==> src/rtl/dms_pkg.sv <==
package dms_pkg;
  typedef enum logic [1:0] {
    REQ_REF = 2'd0,
    REQ_SRE = 2'd1,
    REQ_SRX = 2'd2,
    REQ_ZQ  = 2'd3
  } req_op_e;

  typedef enum logic [2:0] {
    DC_NONE = 3'd0,
    DC_REF  = 3'd1,
    DC_SRE  = 3'd2,
    DC_SRX  = 3'd3,
    DC_ZQL  = 3'd4,
    DC_ZQS  = 3'd5
  } dram_op_e;
endpackage

==> src/rtl/dms_decode.sv <==
module dms_decode
  import dms_pkg::*;
#(
  parameter int NR = 2
) (
  input  logic [1:0]    op_i,
  input  logic [NR-1:0] cs_i,
  input  logic          zq_short_i,
  input  logic [NR-1:0] present_i,
  input  logic          exit_used_i,
  output logic [2:0]    dram_op_o,
  output logic          sweep_o,
  output logic [NR-1:0] mask_o,
  output logic          exit_req_o,
  output logic          reject_o,
  output logic          empty_o
);
  always_comb begin
    dram_op_o  = DC_REF;
    sweep_o    = 1'b0;
    mask_o     = cs_i;
    exit_req_o = 1'b0;
    reject_o   = 1'b0;
    case (req_op_e'(op_i))
      REQ_ZQ:  dram_op_o = zq_short_i ? DC_ZQS : DC_ZQL;
      REQ_SRE: begin
        dram_op_o = DC_SRE;
        sweep_o   = 1'b1;
      end
      REQ_SRX: begin
        dram_op_o  = DC_SRX;
        sweep_o    = 1'b1;
        exit_req_o = 1'b1;
        reject_o   = exit_used_i;
        mask_o     = exit_used_i ? '0 : present_i;
      end
      default: dram_op_o = DC_REF;
    endcase
    empty_o = sweep_o && (mask_o == '0);
  end
endmodule

==> src/rtl/dms_pick.sv <==
module dms_pick #(
  parameter int NR = 2
) (
  input  logic [NR-1:0] mask_i,
  output logic [NR-1:0] pick_o
);
  always_comb begin
    logic found;
    found  = 1'b0;
    pick_o = '0;
    for (int i = 0; i < NR; i++) begin
      pick_o[i] = mask_i[i] && !found;
      found     = found || mask_i[i];
    end
  end
endmodule

==> src/rtl/dms_cke.sv <==
module dms_cke #(
  parameter int NR = 2
) (
  input  logic          clk,
  input  logic          rst_n,
  input  logic          upd_i,
  input  logic          set_i,
  input  logic [NR-1:0] sel_i,
  output logic [NR-1:0] cke_o
);
  logic [NR-1:0] cke_q;

  for (genvar r = 0; r < NR; r++) begin : g_rank
    always_ff @(posedge clk or negedge rst_n) begin
      if (!rst_n)                    cke_q[r] <= 1'b1;
      else if (upd_i && sel_i[r])    cke_q[r] <= set_i;
    end
  end

  assign cke_o = cke_q;
endmodule

==> src/rtl/dms_seq.sv <==
module dms_seq
  import dms_pkg::*;
#(
  parameter int NUM_RANKS = 2
) (
  input  logic                 clk,
  input  logic                 rst_n,
  input  logic [NUM_RANKS-1:0] rank_present_i,
  input  logic                 req_valid_i,
  output logic                 req_ready_o,
  input  logic [1:0]           req_op_i,
  input  logic [NUM_RANKS-1:0] req_cs_i,
  input  logic                 req_zq_short_i,
  output logic                 dcmd_valid_o,
  input  logic                 dcmd_ready_i,
  output logic [2:0]           dcmd_op_o,
  output logic [NUM_RANKS-1:0] dcmd_cs_o,
  output logic                 busy_o,
  output logic                 done_o,
  output logic                 sr_err_o,
  output logic [NUM_RANKS-1:0] cke_o
);
  localparam int NR = NUM_RANKS;

  logic          busy_q, done_q, used_q, err_q, sweep_q;
  logic [2:0]    op_q;
  logic [NR-1:0] mask_q;

  logic [2:0]    dec_op;
  logic          dec_sweep, dec_exit, dec_reject, dec_empty;
  logic [NR-1:0] dec_mask;
  logic [NR-1:0] pick;
  logic [NR-1:0] rest;
  logic          accept, xfer, last, sr_cmd;

  dms_decode #(.NR(NR)) u_dec (
    .op_i        (req_op_i),
    .cs_i        (req_cs_i),
    .zq_short_i  (req_zq_short_i),
    .present_i   (rank_present_i),
    .exit_used_i (used_q),
    .dram_op_o   (dec_op),
    .sweep_o     (dec_sweep),
    .mask_o      (dec_mask),
    .exit_req_o  (dec_exit),
    .reject_o    (dec_reject),
    .empty_o     (dec_empty)
  );

  dms_pick #(.NR(NR)) u_pick (
    .mask_i (mask_q),
    .pick_o (pick)
  );

  assign accept = req_valid_i && !busy_q;
  assign xfer   = busy_q && dcmd_ready_i;
  assign rest   = mask_q & ~pick;
  assign last   = !sweep_q || (rest == '0);
  assign sr_cmd = (op_q == DC_SRE) || (op_q == DC_SRX);

  always_ff @(posedge clk or negedge rst_n) begin
    if (!rst_n) begin
      busy_q  <= 1'b0;
      done_q  <= 1'b0;
      used_q  <= 1'b0;
      err_q   <= 1'b0;
      sweep_q <= 1'b0;
      op_q    <= DC_NONE;
      mask_q  <= '0;
    end else begin
      done_q <= 1'b0;
      if (accept) begin
        if (dec_exit)   used_q <= 1'b1;
        if (dec_reject) err_q  <= 1'b1;
        if (dec_empty) begin
          done_q <= 1'b1;
        end else begin
          busy_q  <= 1'b1;
          op_q    <= dec_op;
          sweep_q <= dec_sweep;
          mask_q  <= dec_mask;
        end
      end
      if (xfer) begin
        mask_q <= rest;
        if (last) begin
          busy_q <= 1'b0;
          done_q <= 1'b1;
        end
      end
    end
  end

  dms_cke #(.NR(NR)) u_cke (
    .clk   (clk),
    .rst_n (rst_n),
    .upd_i (xfer && sr_cmd),
    .set_i (op_q == DC_SRX),
    .sel_i (pick),
    .cke_o (cke_o)
  );

  assign req_ready_o  = !busy_q;
  assign dcmd_valid_o = busy_q;
  assign dcmd_op_o    = op_q;
  assign dcmd_cs_o    = sweep_q ? pick : mask_q;
  assign busy_o       = busy_q;
  assign done_o       = done_q;
  assign sr_err_o     = err_q;
endmodule

==> config.mk <==
export PLATFORM = sky130hd
export DESIGN_NAME = dms_seq
export DESIGN_NICKNAME = d
export VERILOG_FILES = /design/src/rtl/dms_pkg.sv /design/src/rtl/dms_decode.sv /design/src/rtl/dms_pick.sv /design/src/rtl/dms_cke.sv /design/src/rtl/dms_seq.sv
export SDC_FILE = /design/constraint.sdc
export NUM_CORES = 1
export LEC_CHECK = 0
export ABC_AREA = 0
export BUFFER_PORTS_ARGS = -buffer_cell sky130_fd_sc_hd__buf_2
export CAP_MARGIN = 20
export CORE_MARGIN = 2
export CORE_UTILIZATION = 42
export CTS_CLUSTER_DIAMETER = 30
export DETAILED_ROUTE_END_ITERATION = 8
export PLACE_DENSITY = 0.72
export SLEW_MARGIN = 20
export SYNTH_ARGS = -nofsm -noshare
export SYNTH_HDL_FRONTEND = slang
export SYNTH_SLANG_ARGS = --single-unit
==> constraint.sdc <==
create_clock -name clk -period 1.3 [get_ports clk]
set_input_delay 0.065 -clock clk [delete_from_list [all_inputs] [get_ports clk]]
set_output_delay 0.065 -clock clk [all_outputs]
set_load 0.01 [all_outputs]
==> results of run 1 <==
critical path: cells and delay by family, from the launching register on:
kind / cells / cell delay, ps
AOI/OAI and AO/OA: 2 / 560
DFF: 1 / 370
muxes: 1 / 300
worst max path at each step:
stage,startpoint,to,slack [ps]
6_report,used_q,dcmd_op_o[0],-50
5_1_grt,used_q,dcmd_op_o[0],-100
4_1_cts,used_q,dcmd_op_o[2],-60
3_5_place_dp,req_op_i[0],dcmd_op_o[0],-170
3_3_place_gp,req_op_i[0],dcmd_op_o[0],-150
2_1_floorplan,used_q,dcmd_op_o[2],-40
cells in the mapped netlist, drive strengths merged, types with 2 or more instances:
master,instances
a211o,2
nand2,3
mux2,4
inv,4
buf,4
nor2,3
nand2b,2
a21o,2
dfstp,2
ha,4
and3,3
a31o,2
nor3,2
dfrtp,9
kinds of logic after synthesis:
| kind of cell | share of synthesized area (%) |
|---|---|
| AO/OA/AOI/OAI | 17.4 |
| adder cells (fa/ha/maj) | 7.75 |
| buffers and inverters | 6.59 |
| flip-flops | 43.0 |
| AND/OR/NAND/NOR | 16.7 |
| multiplexers | 8.53 |
through the flow:
| step | setup TNS [ps] | setup slack, ps |
|---|---|---|
| global placement | -294 | -147 |
| global route | -189 | -97.3 |
| CTS | -113 | -60.0 |
| detailed placement | -344 | -172 |
| floorplan | -90.0 | -45.0 |
| finish | -92.2 | -48.9 |
metal layers:
metal	share of wire, %	wire length [µm]	global-route usage [%]
met5	0	0	0
met4	1.6	21	10.9
met3	4.8	62	2.98
met2	49	636	24.8
met1	44	576	19.6
power groups by stage:
stage          sequential, mW  combinational (mW)  clock [mW]
2_1_floorplan           0.643               0.345           0
3_3_place_gp            0.598               0.611           0
3_5_place_dp            0.604               0.624           0
4_1_cts                 0.597               0.635       0.234
5_1_grt                 0.628               0.734       0.247
6_report                0.607               0.669       0.228
flip-flops by register name, summed over array words and instances (netlist names):
register     flops
sr_err_o         1
dcmd_op_o        2
done_o           1
used_q           1
u_cke.cke_o      2
sweep_q          1
mask_q           2
busy_o           1
final cells by class:
type | instances | area, µm² | share of cell area [%]
multi-input cells | 42 | 378 | 41.7
flip-flops and latches | 11 | 279 | 30.8
repair buffers | 32 | 188 | 20.7
clock buffers | 4 | 26.3 | 2.90
well taps | 16 | 20.0 | 2.21
inverters | 4 | 15.0 | 1.66
what timing repair did:
action                                  4_1_cts  5_1_grt
endpoints found under the setup margin        2        4
pin swaps                                     0        0
resized for setup                             2        5
hold buffers                                  1        0
hold endpoints to repair                     11        0
==> results by group, run 1 <==
STA
  – Final setup fails: 2
  – Hold Vio Cnt, Final: 0
  – RSZ-0062 raised after global routing: yes
  – Final worst setup slack: -48.9 ps
  – Max Slew Vio Count: 0
  – Fmax: ~0.74 GHz
  – Clock Skew: around 1.8 ps
  – Slew @ Worst Pin: between 300 and 400 ps
  – Worst rel slew slack: about four fifths
  – Crit path time final: 1350 ps
  – Fin crit share: 104%
  – WHS: 103 ps

Cells and area
  – Most frequent cells in the layout: buf_2, buf_4, dfrtp_1
  – Share of cells above drive strength 1: a little under three fifths
  – Ant. Diodes: 0
  – Final layout net count: between 100 and 150
  – Fillers: approximately 140
  – Commonest non-fill, non-tap cell in the layout: buf_2
  – Design area: 906 µm²
  – Finished Layout Cells: between 100 and 150
  – Final Util: 61.6%
  – Layout area overhead: 40.3%

Power and ir drop
  – Switch Pwr: around 0.53 mW
  – Internal Power: around 0.98 mW
  – Maximum VDD drop: 0.853 mV
  – Seq pwr share: 40.4%
  – Final Total Pwr: about 1.5 mW
  – Sw Ratio: between 30% and 40%
  – Logic pwr share: between 40% and 50%
  – Leak: between 0.4 and 0.5 nW
  – Clock power share: 15.2%
  – Pwr dens: approximately 1700 nW/µm²

Clock network
  – Total CTS buffers: 3
  – CTS tree: built
  – Clk Latency, worst-skew pair: 260 ps
  – CTS H-tree lvls: 1
  – Root buffer cell: clkbuf_4
  – CTS Buffer Depth: 2
  – Clock sink count: 11
  – Clock transition at path regs: about 70 ps
  – Setup Fix Bufs, Post-CTS: 0

Worst setup path
  – Worst path cell trace: o21bai_4, a311o_2, mux2_4
  – Reg2reg setup slack: -50 ps
  – Critical path endpoint category: flip-flop
  – R2R cell count: 3
  – Worst r2r src: used_q
  – RR Endpoint: dcmd_op_o[0]
  – Worst Path Required: 1450 ps
  – Critical path class: flip-flop to flip-flop
  – Slowest library cell on the worst path: a311o_2
  – CP peak stage delay: 390 ps
  – Critical Path AT: ~1500 ps
  – Startpoint type of the worst setup path: flip-flop
  – Crit-path max FO: 2

Place
  – Post-DP HPWL: about 1.0 mm
  – Placed cell areas: about 840 µm²
  – Port bufs: 22
  – Final RePlAce weighted congestion: around 0.7
  – Placed insts: between 100 and 150

Synth
  – Syn nets: 76
  – Post-synth EDFFs: 0
  – Ys Warns: 0
  – Netlist Area Pre-Place: between 600 and 700 µm²
  – Mapped Cells: ~60
  – Top post-synthesis cells by area: dfrtp_1, dfstp_2, ha_1, buf_4, mux2_1
  – Seq cells post-synth: 11
  – Sequential share of the synthesized area: around 43%
  – Syn Area/Cell: approximately 11 µm²
  – Synth cell types: 31
  – Ys async rst share: 100%
  – Top FF cell, synth: dfrtp_1
  – Area leader, netlist: dfrtp_1
  – Top-area cell type share of the netlist area: about a third

Global route
  – Vias in the first global route: 521
  – Global-route wire length before repair: approximately 2.2 mm
  – Global router's overall resource usage: between 15 and 20%
  – Initial antenna violation count: 0
  – Largest net degree at the start of global routing: 12
  – GRT overflow: 0

Detailed routing
  – Via density: 5.29
  – WL/cell: between 10 and 15 µm
  – Post-route antenna net violation count: 0
  – TritonRoute pass-1 iters: 4
  – Iteration-0 DRC count of the detailed router: 8
  – Total number of vias: approximately 580
  – DRC: 0
  – Routed WL: between 1 and 1.5 mm

Hold path
  – Hold depth: 3
  – Hold Crit Class: input port to flip-flop
  – Hold Crit Start: req_valid_i
  – End of the worst hold path: busy_o

Floorplanning
  – Initial Utilization: a little over two fifths
  – Num rows: 14
  – I/O pin count: 23
  – Area of the die: ~1900 µm²
  – Die width: between 40 and 50 µm
  – Core Area: ~1500 µm²
  – Die height: between 40 and 50 µm

Status
  – Failing checks: setup timing
  – Outcome: finished with violations

Run
  – Max Cap Violations: 0
No activity file was read; power rests on OpenSTA's default activity.
==> inputs of run 2 (changes only) <==
--- a/config.mk
+++ b/config.mk
@@ -12,7 +12,7 @@
 export CORE_UTILIZATION = 42
 export CTS_CLUSTER_DIAMETER = 30
 export DETAILED_ROUTE_END_ITERATION = 8
-export PLACE_DENSITY = 0.72
+export PLACE_DENSITY = 0.73
 export SLEW_MARGIN = 20
 export SYNTH_ARGS = -nofsm -noshare
 export SYNTH_HDL_FRONTEND = slang
==> results by group, run 2 (synthesized netlist as in run 1, its figures left out) <==
Cells and area
  – Most frequent cells in the layout: buf_2, dfrtp_1, buf_4
  – Commonest non-fill, non-tap cell in the layout: buf_2
  – Share of cells above drive strength 1: 53.8% (-3.1 points)
  – Ant. Diodes: 0 (unchanged)
  – Layout area overhead: 36.2%
  – Fillers: 146 (+5.8%)
  – Finished Layout Cells: 107 (-1.8%)
  – Final Util: 59.8% (-1.8 points)
  – Final layout net count: 107 (-1.8%)

Worst setup path
  – Worst Path Required: 1450 ps (about the same)
  – WP buf/inv: 0 (unchanged)
  – Worst path cell trace: o21bai_4, a311o_2, mux2_1
  – Critical path endpoint category: flip-flop
  – CP top delay family: compound AO/OA/AOI/OAI gates
  – Slowest library cell on the worst path: dfrtp_1
  – Crit-path max FO: 2 (unchanged)
  – Critical Path AT: 1530 ps (+30 ps)
  – Critical path class: flip-flop to flip-flop
  – CP peak stage delay: 390 ps (about the same)
  – Startpoint type of the worst setup path: flip-flop

Global route
  – Global router's overall resource usage: 16.5% (+0.56 points)
  – Largest net degree at the start of global routing: 12 (unchanged)
  – Vias in the first global route: 537 (+3.1%)
  – Global-route wire length before repair: 2.26 mm (+4.5%)
  – GRT overflow: 0 (unchanged)
  – Initial antenna violation count: 0 (unchanged)

Detailed routing
  – Total number of vias: 590 (+2.3%)
  – DRC: 0 (unchanged)
  – Via density: 5.51 (+4.2%)
  – WL/cell: 12.6 µm (+6.2%)
  – Post-route antenna net violation count: 0 (unchanged)
  – TritonRoute pass-1 iters: 4 (unchanged)
  – Iteration-0 DRC count of the detailed router: 11 (+3)
  – Routed WL: 1.35 mm (+4.2%)

Clock network
  – CTS tree: built
  – Root buffer cell: clkbuf_4
  – Total CTS buffers: 3 (unchanged)
  – Clock transition at path regs: 70 ps (about the same)
  – Clk Latency, worst-skew pair: 260 ps (about the same)
  – CTS Buffer Depth: 2 (unchanged)
  – Clock sink count: 11 (unchanged)
  – CTS H-tree lvls: 1 (unchanged)

Place
  – Post-DP HPWL: 1.04 mm (+0.62%)
  – Port bufs: 22 (unchanged)
  – Placed insts: 102 (-1.9%)
  – Final RePlAce weighted congestion: 0.820 (+18%)

Power and ir drop
  – Maximum VDD drop: 0.889 mV (+4.3%)
  – Leak: 0.447 nW (-2.4%)
  – Pwr dens: 1660 nW/µm² (-0.24%)

Floorplanning
  – I/O pin count: 23 (unchanged)
  – Initial Utilization: 43.9% (unchanged)
  – Num rows: 14 (unchanged)
  – Die height: 43.2 µm (unchanged)
  – Core Area: 1470 µm² (unchanged)
  – Area of the die: 1870 µm² (unchanged)
  – Die width: 43.2 µm (unchanged)

STA
  – Fmax: 0.723 GHz (-2.4%)
  – Clock Skew: 3.40 ps (+1.64 ps)
  – Fin crit share: 106% (+2.6 points)
  – Hold Vio Cnt, Final: 0 (unchanged)
  – Crit path time final: 1380 ps (+33.3 ps)
  – Total negative slack: -151 ps (-59.1 ps)
  – Final setup fails: 2 (unchanged)
  – Final worst setup slack: -82.2 ps (-33.3 ps)
  – Slew @ Worst Pin: 344 ps (+36.3 ps)
  – RSZ-0062 raised after global routing: yes
  – Worst rel slew slack: 76.8% (-2.6 points)
  – Max Slew Vio Count: 0 (unchanged)

Status
  – Outcome: finished with violations
  – Failing checks: setup timing

Hold path
  – Hold Crit Class: input port to flip-flop

Run
  – Max Cap Violations: 0 (unchanged)
run 2: what timing repair did:
action | 4_1_cts | 5_1_grt
hold endpoints to repair | 11 | 0
buffers inserted | 1 | 0
resized for setup | 3 | 2
hold buffers | 1 | 0
cloned | 0 | 0
setup endpoints to repair | 2 | 6
pin swaps | 0 | 1
run 2: through the flow:
step	setup WS (ps)	cell area, µm²	power (mW)	hold WS, ps
6_report	-82.2	880	1.46	130
3_5_place_dp	-177	822	1.21	-53.7
4_1_cts	-66.2	881	1.47	122
2_1_floorplan	-45.0	667	0.988	-231
5_1_grt	-106	880	1.56	125
3_3_place_gp	-145	822	1.19	-54.7
run 2: final timing paths:
path                                  start        endpoint  slack [ps]  cells past startpoint
worst min register to register     sr_err_o        sr_err_o         480                      1
min in group asynchronous             rst_n         sweep_q         200                      2
worst max register to register       used_q    dcmd_op_o[2]         -80                      3
worst max-delay path                 used_q    dcmd_op_o[2]         -80                      3
worst min-delay path            req_valid_i          busy_o         130                      3
max in group asynchronous             rst_n  u_cke.cke_o[1]         840                      2
run 2: layer usage:
| metal | part of all wire [%] | track usage (%) | vias to the layer above | routed length, µm |
|---|---|---|---|---|
| met5 | 0 | 0 | - | 0 |
| met4 | 1.8 | 9.09 | 0 | 25 |
| met3 | 4.4 | 2.55 | 2 | 59 |
| met2 | 50 | 26.9 | 21 | 676 |
| met1 | 44 | 20.5 | 284 | 590 |
| li1 | - | - | 283 | - |
run 2: tightest hold or removal path, cell delays in order:
cell and delay [ps]:
buf_2 120, nor2_1 110, a311oi_1 60
run 2: power breakdown:
part,total [mW],internal (mW),switching [mW]
clock network,0.228,0.119,0.109
registers,0.610,0.491,0.119
logic,0.619,0.328,0.291
run 2: area by class of cell:
class | count | area [µm²] | area share, %
Clock buffer | 4 | 26.3 | 2.99
Inverter | 4 | 15.0 | 1.71
Sequential cell | 11 | 279 | 31.7
Multi-Input combinational cell | 42 | 367 | 41.7
Timing Repair Buffer | 30 | 173 | 19.6
Tap cell | 16 | 20.0 | 2.28
